**src/rtl/xt_pkg.sv**
```systemverilog
package xt_pkg;
  localparam int COST_W = 3;
  typedef logic [COST_W-1:0] pair_cost_t;

  // Score of one neighbouring pair, given its old and new value {hi, lo}.
  function automatic pair_cost_t pair_cost(input logic [1:0] was, input logic [1:0] now);
    logic [1:0] flip;
    flip = was ^ now;
    if (flip == 2'b01 || flip == 2'b10) return pair_cost_t'(1);
    if (flip == 2'b11 && (was[0] != was[1])) return pair_cost_t'(4);
    return pair_cost_t'(0);
  endfunction
endpackage

```
**src/rtl/xt_perm.sv**
```systemverilog
module xt_perm #(
  parameter int N = 16,
  localparam int IW = (N > 1) ? $clog2(N) : 1
) (
  input  logic [N-1:0]    word_log,
  input  logic [N*IW-1:0] map,
  output logic [N-1:0]    word_phys
);
  for (genvar p = 0; p < N; p++) begin : g_track
    logic [IW-1:0] src;
    assign src = map[p*IW +: IW];
    always_comb begin
      word_phys[p] = 1'b0;
      for (int b = 0; b < N; b++) begin
        if (src == IW'(b)) word_phys[p] = word_log[b];
      end
    end
  end
endmodule

```
**src/rtl/xt_pair_cost.sv**
```systemverilog
module xt_pair_cost
  import xt_pkg::*;
#(
  parameter int N = 16,
  localparam int PAIRS = N - 1,
  localparam int SUM_W = $clog2(4 * PAIRS + 1)
) (
  input  logic [N-1:0]            old_w,
  input  logic [N-1:0]            new_w,
  output logic [PAIRS*COST_W-1:0] costs,
  output logic [SUM_W-1:0]        step
);
  for (genvar k = 0; k < PAIRS; k++) begin : g_pair
    assign costs[k*COST_W +: COST_W] =
      pair_cost({old_w[k+1], old_w[k]}, {new_w[k+1], new_w[k]});
  end

  always_comb begin
    step = '0;
    for (int k = 0; k < PAIRS; k++) begin
      step = step + SUM_W'(costs[k*COST_W +: COST_W]);
    end
  end
endmodule

```
**src/rtl/xt_accum.sv**
```systemverilog
module xt_accum
  import xt_pkg::*;
#(
  parameter int PAIRS = 15,
  parameter int ACC_W = 32,
  parameter int TOT_W = 40,
  parameter int SUM_W = 6
) (
  input  logic                    clk,
  input  logic                    rst_n,
  input  logic                    clr,
  input  logic                    add_en,
  input  logic [PAIRS*COST_W-1:0] costs,
  input  logic [SUM_W-1:0]        step,
  output logic [PAIRS*ACC_W-1:0]  acc_flat,
  output logic [TOT_W-1:0]        total
);
  for (genvar k = 0; k < PAIRS; k++) begin : g_acc
    logic [ACC_W-1:0] acc_q;
    logic [ACC_W:0]   wide;
    assign wide = {1'b0, acc_q} + (ACC_W+1)'(costs[k*COST_W +: COST_W]);
    always_ff @(posedge clk or negedge rst_n) begin
      if (!rst_n)      acc_q <= '0;
      else if (clr)    acc_q <= '0;
      else if (add_en) acc_q <= wide[ACC_W] ? '1 : wide[ACC_W-1:0];
    end
    assign acc_flat[k*ACC_W +: ACC_W] = acc_q;
  end

  logic [TOT_W-1:0] tot_q;
  logic [TOT_W:0]   tot_wide;
  assign tot_wide = {1'b0, tot_q} + (TOT_W+1)'(step);
  always_ff @(posedge clk or negedge rst_n) begin
    if (!rst_n)      tot_q <= '0;
    else if (clr)    tot_q <= '0;
    else if (add_en) tot_q <= tot_wide[TOT_W] ? '1 : tot_wide[TOT_W-1:0];
  end
  assign total = tot_q;
endmodule

```
**src/rtl/xt_cost_monitor.sv**
```systemverilog
module xt_cost_monitor
  import xt_pkg::*;
#(
  parameter int N     = 16,
  parameter int ACC_W = 32,
  parameter int TOT_W = 40,
  localparam int IW    = (N > 1) ? $clog2(N) : 1,
  localparam int PAIRS = N - 1,
  localparam int PW    = (PAIRS > 1) ? $clog2(PAIRS + 1) : 1
) (
  input  logic             clk,
  input  logic             rst_n,
  input  logic             clr,
  input  logic             in_valid,
  output logic             in_ready,
  input  logic [N-1:0]     in_data,
  input  logic [N*IW-1:0]  perm_map,
  input  logic [PW-1:0]    rd_idx,
  output logic [ACC_W-1:0] rd_cost,
  output logic [TOT_W-1:0] total_cost
);
  localparam int SUM_W = $clog2(4 * PAIRS + 1);

  logic                    accept;
  logic [N-1:0]            phys;
  logic [N-1:0]            prev_q;
  logic                    have_prev_q;
  logic [PAIRS*COST_W-1:0] costs;
  logic [SUM_W-1:0]        step;
  logic [PAIRS*ACC_W-1:0]  acc_flat;

  assign in_ready = !clr;
  assign accept   = in_valid && in_ready;

  xt_perm #(.N(N)) u_perm (
    .word_log  (in_data),
    .map       (perm_map),
    .word_phys (phys)
  );

  always_ff @(posedge clk or negedge rst_n) begin
    if (!rst_n) begin
      prev_q      <= '0;
      have_prev_q <= 1'b0;
    end else if (clr) begin
      prev_q      <= '0;
      have_prev_q <= 1'b0;
    end else if (accept) begin
      prev_q      <= phys;
      have_prev_q <= 1'b1;
    end
  end

  xt_pair_cost #(.N(N)) u_cost (
    .old_w (prev_q),
    .new_w (phys),
    .costs (costs),
    .step  (step)
  );

  xt_accum #(.PAIRS(PAIRS), .ACC_W(ACC_W), .TOT_W(TOT_W), .SUM_W(SUM_W)) u_acc (
    .clk      (clk),
    .rst_n    (rst_n),
    .clr      (clr),
    .add_en   (accept && have_prev_q),
    .costs    (costs),
    .step     (step),
    .acc_flat (acc_flat),
    .total    (total_cost)
  );

  always_comb begin
    rd_cost = '0;
    for (int k = 0; k < PAIRS; k++) begin
      if (rd_idx == PW'(k)) rd_cost = acc_flat[k*ACC_W +: ACC_W];
    end
  end
endmodule

```
**config.mk**
```make
export PLATFORM = sky130hd
export DESIGN_NAME = xt_cost_monitor
export DESIGN_NICKNAME = d
export VERILOG_FILES = /design/src/rtl/xt_pkg.sv /design/src/rtl/xt_perm.sv /design/src/rtl/xt_pair_cost.sv /design/src/rtl/xt_accum.sv /design/src/rtl/xt_cost_monitor.sv
export SDC_FILE = /design/constraint.sdc
export NUM_CORES = 2
export LEC_CHECK = 0
export CAP_MARGIN = 5
export CORE_UTILIZATION = 40
export CTS_CLUSTER_DIAMETER = 200
export DETAILED_ROUTE_END_ITERATION = 10
export GPL_TIMING_DRIVEN = 0
export PLACE_DENSITY = 0.68
export SYNTH_ARGS = -nofsm -noshare
export SYNTH_HDL_FRONTEND = slang
export SYNTH_SLANG_ARGS = --single-unit
```
**constraint.sdc**
```tcl
create_clock -name clk -period 7.95 [get_ports clk]
set_input_delay 1.1925 -clock clk [delete_from_list [all_inputs] [get_ports clk]]
set_output_delay 1.1925 -clock clk [all_outputs]
set_load 0.01 [all_outputs]
```
==> impl_metrics.json <==
{
  "via_count": 41800,
  "cap_violations": 2,
  "tightest_slew_ns": 1.58,
  "syn_avg_cell_area_um2": 8.58,
  "grtUsageTotal_pct": 41.5,
  "rr_startpoint": "prev_q[1]$_DFFE_PN0P_",
  "fin_nets": 4849,
  "drv_slew": 22,
  "gp_congestion": 1.10,
  "worst_path_dominant_cell_family": "adder cells",
  "ys_seq_elements": 537,
  "syn_area_um2": 37400,
  "fp.dieW_um": 308,
  "crit_start": "in_data[11]",
  "dp_cells": 5766,
  "final_common_cell": "dfrtp_1",
  "critPathMaxStageDelay_ns": 0.59,
  "hpwl_um": 149000,
  "synthArstFlopShare_pct": 100,
  "synth.distinct_cells": 92,
  "root_buffer": "clkbuf_16",
  "startpoint_type": "primary input",
  "num_io_pins": 161,
  "cts_tree": "done",
  "fmax_mhz": 125,
  "clock_sinks": 537,
  "layoutNonFillerInstCount": 5956,
  "p_per_area_nw_per_um2": 234,
  "syn2layout_area_growth_pct": 19.0,
  "rr_worst_depth": 25,
  "fillers": 8930,
  "firstDrtPassIters": 9,
  "coreArea_um2": 92100,
  "finalInstanceArea_um2": 44500,
  "synth_edf_count": 0,
  "most-common-layout-cells": "537 x dfrtp_1, 462 x nor2_1, 356 x a21oi_1, 266 x nand2_1, 246 x nor3_1",
  "cts_buffers": 68,
  "grt_max_degree": 115,
  "syn_inst": 4361,
  "endpoint_kind": "register",
  "ys.flop_type": "dfrtp_1",
  "via_per_inst": 7.02,
  "worstPathRequired_ns": 8.48,
  "avgRoutedWirePerCell_um": 33.9,
  "cp_slowest_cell": "fa_2",
  "holdBufCountCts": 0,
  "drive_above_1_share_pct": 11.7,
  "mappedNetlistNets": 4553,
  "rsz0062_at_grt": "true",
  "status": "complete, but fails checks",
  "grt_pass1_vias": 38200,
  "num_rows": 111,
  "portBuffers": 149,
  "setup_total_negative_slack_ns": -0.0466,
  "start_util_pct": 40.6,
  "synth-warning-count": 0,
  "insertion_delay_ns": 0.67,
  "grt_pass1_wl_um": 282000,
  "clock_path_buffers": 3,
  "layout_min_cycle_time_ns": 7.98,
  "clk_pin_slew_ns": 0.06,
  "first_iter_violations": 6773,
  "finalCritPeriodShare_pct": 100,
  "drc_errors": 0,
  "postPlaceCellArea_um2": 40900,
  "violations": "max-capacitance violations, max-slew violations, negative setup slack",
  "die_h_um": 308,
  "reg2reg_slack_ns": 1.07,
  "slew_headroom_pct": -5.47,
  "ctsHtreeMaxLevel": 3,
  "grt.overflow.total": 0,
  "irDropWorstVdd_mv": 0.739,
  "hp-class": "primary input to async pin",
  "setup_viol": 3,
  "totalWireLength_um": 202000,
  "finalHoldViolations": 0,
  "dieArea_um2": 94700,
  "p_leak_nw": 17.4,
  "critPathMaxFanout": 7,
  "antenna_found_initial": 14,
  "fin_worst_skew_ns": 0.0312,
  "cp_data_arrival_time_ns": 8.51,
  "setup_slack_ns": -0.0297,
  "critPathBufInv": 8,
  "worst_r2r_endpoint": "u_acc.total[17]$_DFFE_PN0P_",
  "critPathKind": "primary input to register",
  "seq_area_frac_synth_pct": 35.9,
  "ant_nets": 0
}
## power breakdown
part / internal [mW] / switching (mW) / leakage [nW]
clock network: 1.87 / 1.39 / 1.11
logic: 1.77 / 2.57 / 8.80
registers: 2.77 / 0.0523 / 7.47
total: 6.40 / 4.02 / 17.4
## routing by layer
| layer | up-vias | share of wire [%] | GRT usage (%) |
|---|---|---|---|
| met5 | - | 0.020 | 0 |
| met4 | 8 | 8.8 | 30.1 |
| met3 | 729 | 13 | 11.5 |
| met2 | 3195 | 41 | 59.1 |
| met1 | 20600 | 37 | 53.8 |
| li1 | 17300 | - | - |
## logic make-up (layout without fill, tap and decap cells)
logic type | count (synthesis) | count (layout) | share of synthesized area (%)
DFF | 537 | 537 | 35.9
other | 0 | 3 | 0
buffers and inverters | 397 | 746 | 4.16
and+or+nand+nor | 1745 | 1745 | 24.0
xor gates and xnor gates | 64 | 64 | 1.50
muxes | 190 | 190 | 7.30
AOI/OAI and AO/OA | 1324 | 1324 | 23.1
adders and majority gates | 104 | 104 | 3.96
## Yosys cell counts (16+ instances only)
master / count / area [um^2]
o221ai_1: 27 / 236
nand2b_1: 27 / 169
nor3_1: 254 / 1270
clkbuf_1: 206 / 773
nor4_1: 40 / 250
mux2_2: 21 / 236
and3_1: 129 / 807
nand2_1: 267 / 1000
xor2_1: 27 / 236
a211oi_1: 106 / 796
xnor2_1: 37 / 324
mux2i_1: 105 / 1050
a41oi_1: 23 / 201
a311oi_1: 122 / 1070
a22o_1: 16 / 140
inv_1: 122 / 458
a31oi_1: 148 / 926
o21ai_0: 238 / 1190
buf_2: 47 / 235
nor2_1: 465 / 1750
and4_1: 52 / 455
nor2b_1: 28 / 175
nand3b_1: 23 / 173
fa_1: 24 / 480
dfrtp_1: 537 / 13400
o22ai_1: 62 / 388
or3_1: 18 / 113
a211o_1: 22 / 193
and2_1: 41 / 257
a221oi_1: 18 / 158
nand3_1: 217 / 1090
a21oi_1: 358 / 1790
nand4_1: 93 / 582
mux4_2: 64 / 1440
buf_1: 19 / 71.3
ha_1: 80 / 1000
a22oi_1: 37 / 278
## metrics by stage
| stage | total power, mW | hold WS [ns] | setup WS [ns] | utilization [%] |
|---|---|---|---|---|
| after floorplan | 5.57 | 0.453 | 0.0343 | - |
| after global placement | 6.50 | 0.493 | -20.06 | 44.1 |
| after detailed placement | 6.64 | 0.502 | -2.21 | 44.4 |
| after CTS | 10.0 | 0.443 | 0.00187 | 47.7 |
| after global routing | 10.8 | 0.468 | -0.208 | 48.3 |
| final | 10.4 | 0.435 | -0.0297 | 48.3 |
## repair_timing
| action | 4_1_cts | 5_1_grt |
|---|---|---|
| gates resized for setup | 217 | 149 |
| pin swaps | 27 | 55 |
| cloned | 0 | 1 |
| endpoints found under the setup margin | 40 | 40 |
| setup buffers | 41 | 22 |
## flip-flops by register name, indices dropped and copies added, names as in the netlist
name,cells
u_acc.total,40
prev_q,16
u_acc.g_acc.acc_q,480
have_prev_q,1
## how the worst max path moves through the flow
stage | endpoint | slack [ns] | depth (start not counted)
3_5_place_dp | u_acc.total[34]$_DFFE_PN0P_ | -2.21 | 29
3_3_place_gp | u_acc.total[34]$_DFFE_PN0P_ | -20.06 | 1
2_1_floorplan | u_acc.total[35]$_DFFE_PN0P_ | 0.03 | 31
4_1_cts | u_acc.total[25]$_DFFE_PN0P_ | 0.002 | 27
5_1_grt | u_acc.total[34]$_DFFE_PN0P_ | -0.21 | 32
6_report | u_acc.total[17]$_DFFE_PN0P_ | -0.03 | 28
## final cells by class
type | count | area [um^2] | area share (%)
diodes | 3 | 7.51 | 0.0169
plain buffers | 273 | 1350 | 3.04
clock buffers | 94 | 1960 | 4.41
clock inverters | 29 | 293 | 0.658
inverters | 123 | 462 | 1.04
multi-input cells | 3427 | 23200 | 52.1
flip-flops and latches | 537 | 13400 | 30.2
well taps | 1243 | 1560 | 3.50
repair buffers | 227 | 2230 | 5.02
No activity file was read; power rests on OpenSTA's default activity.
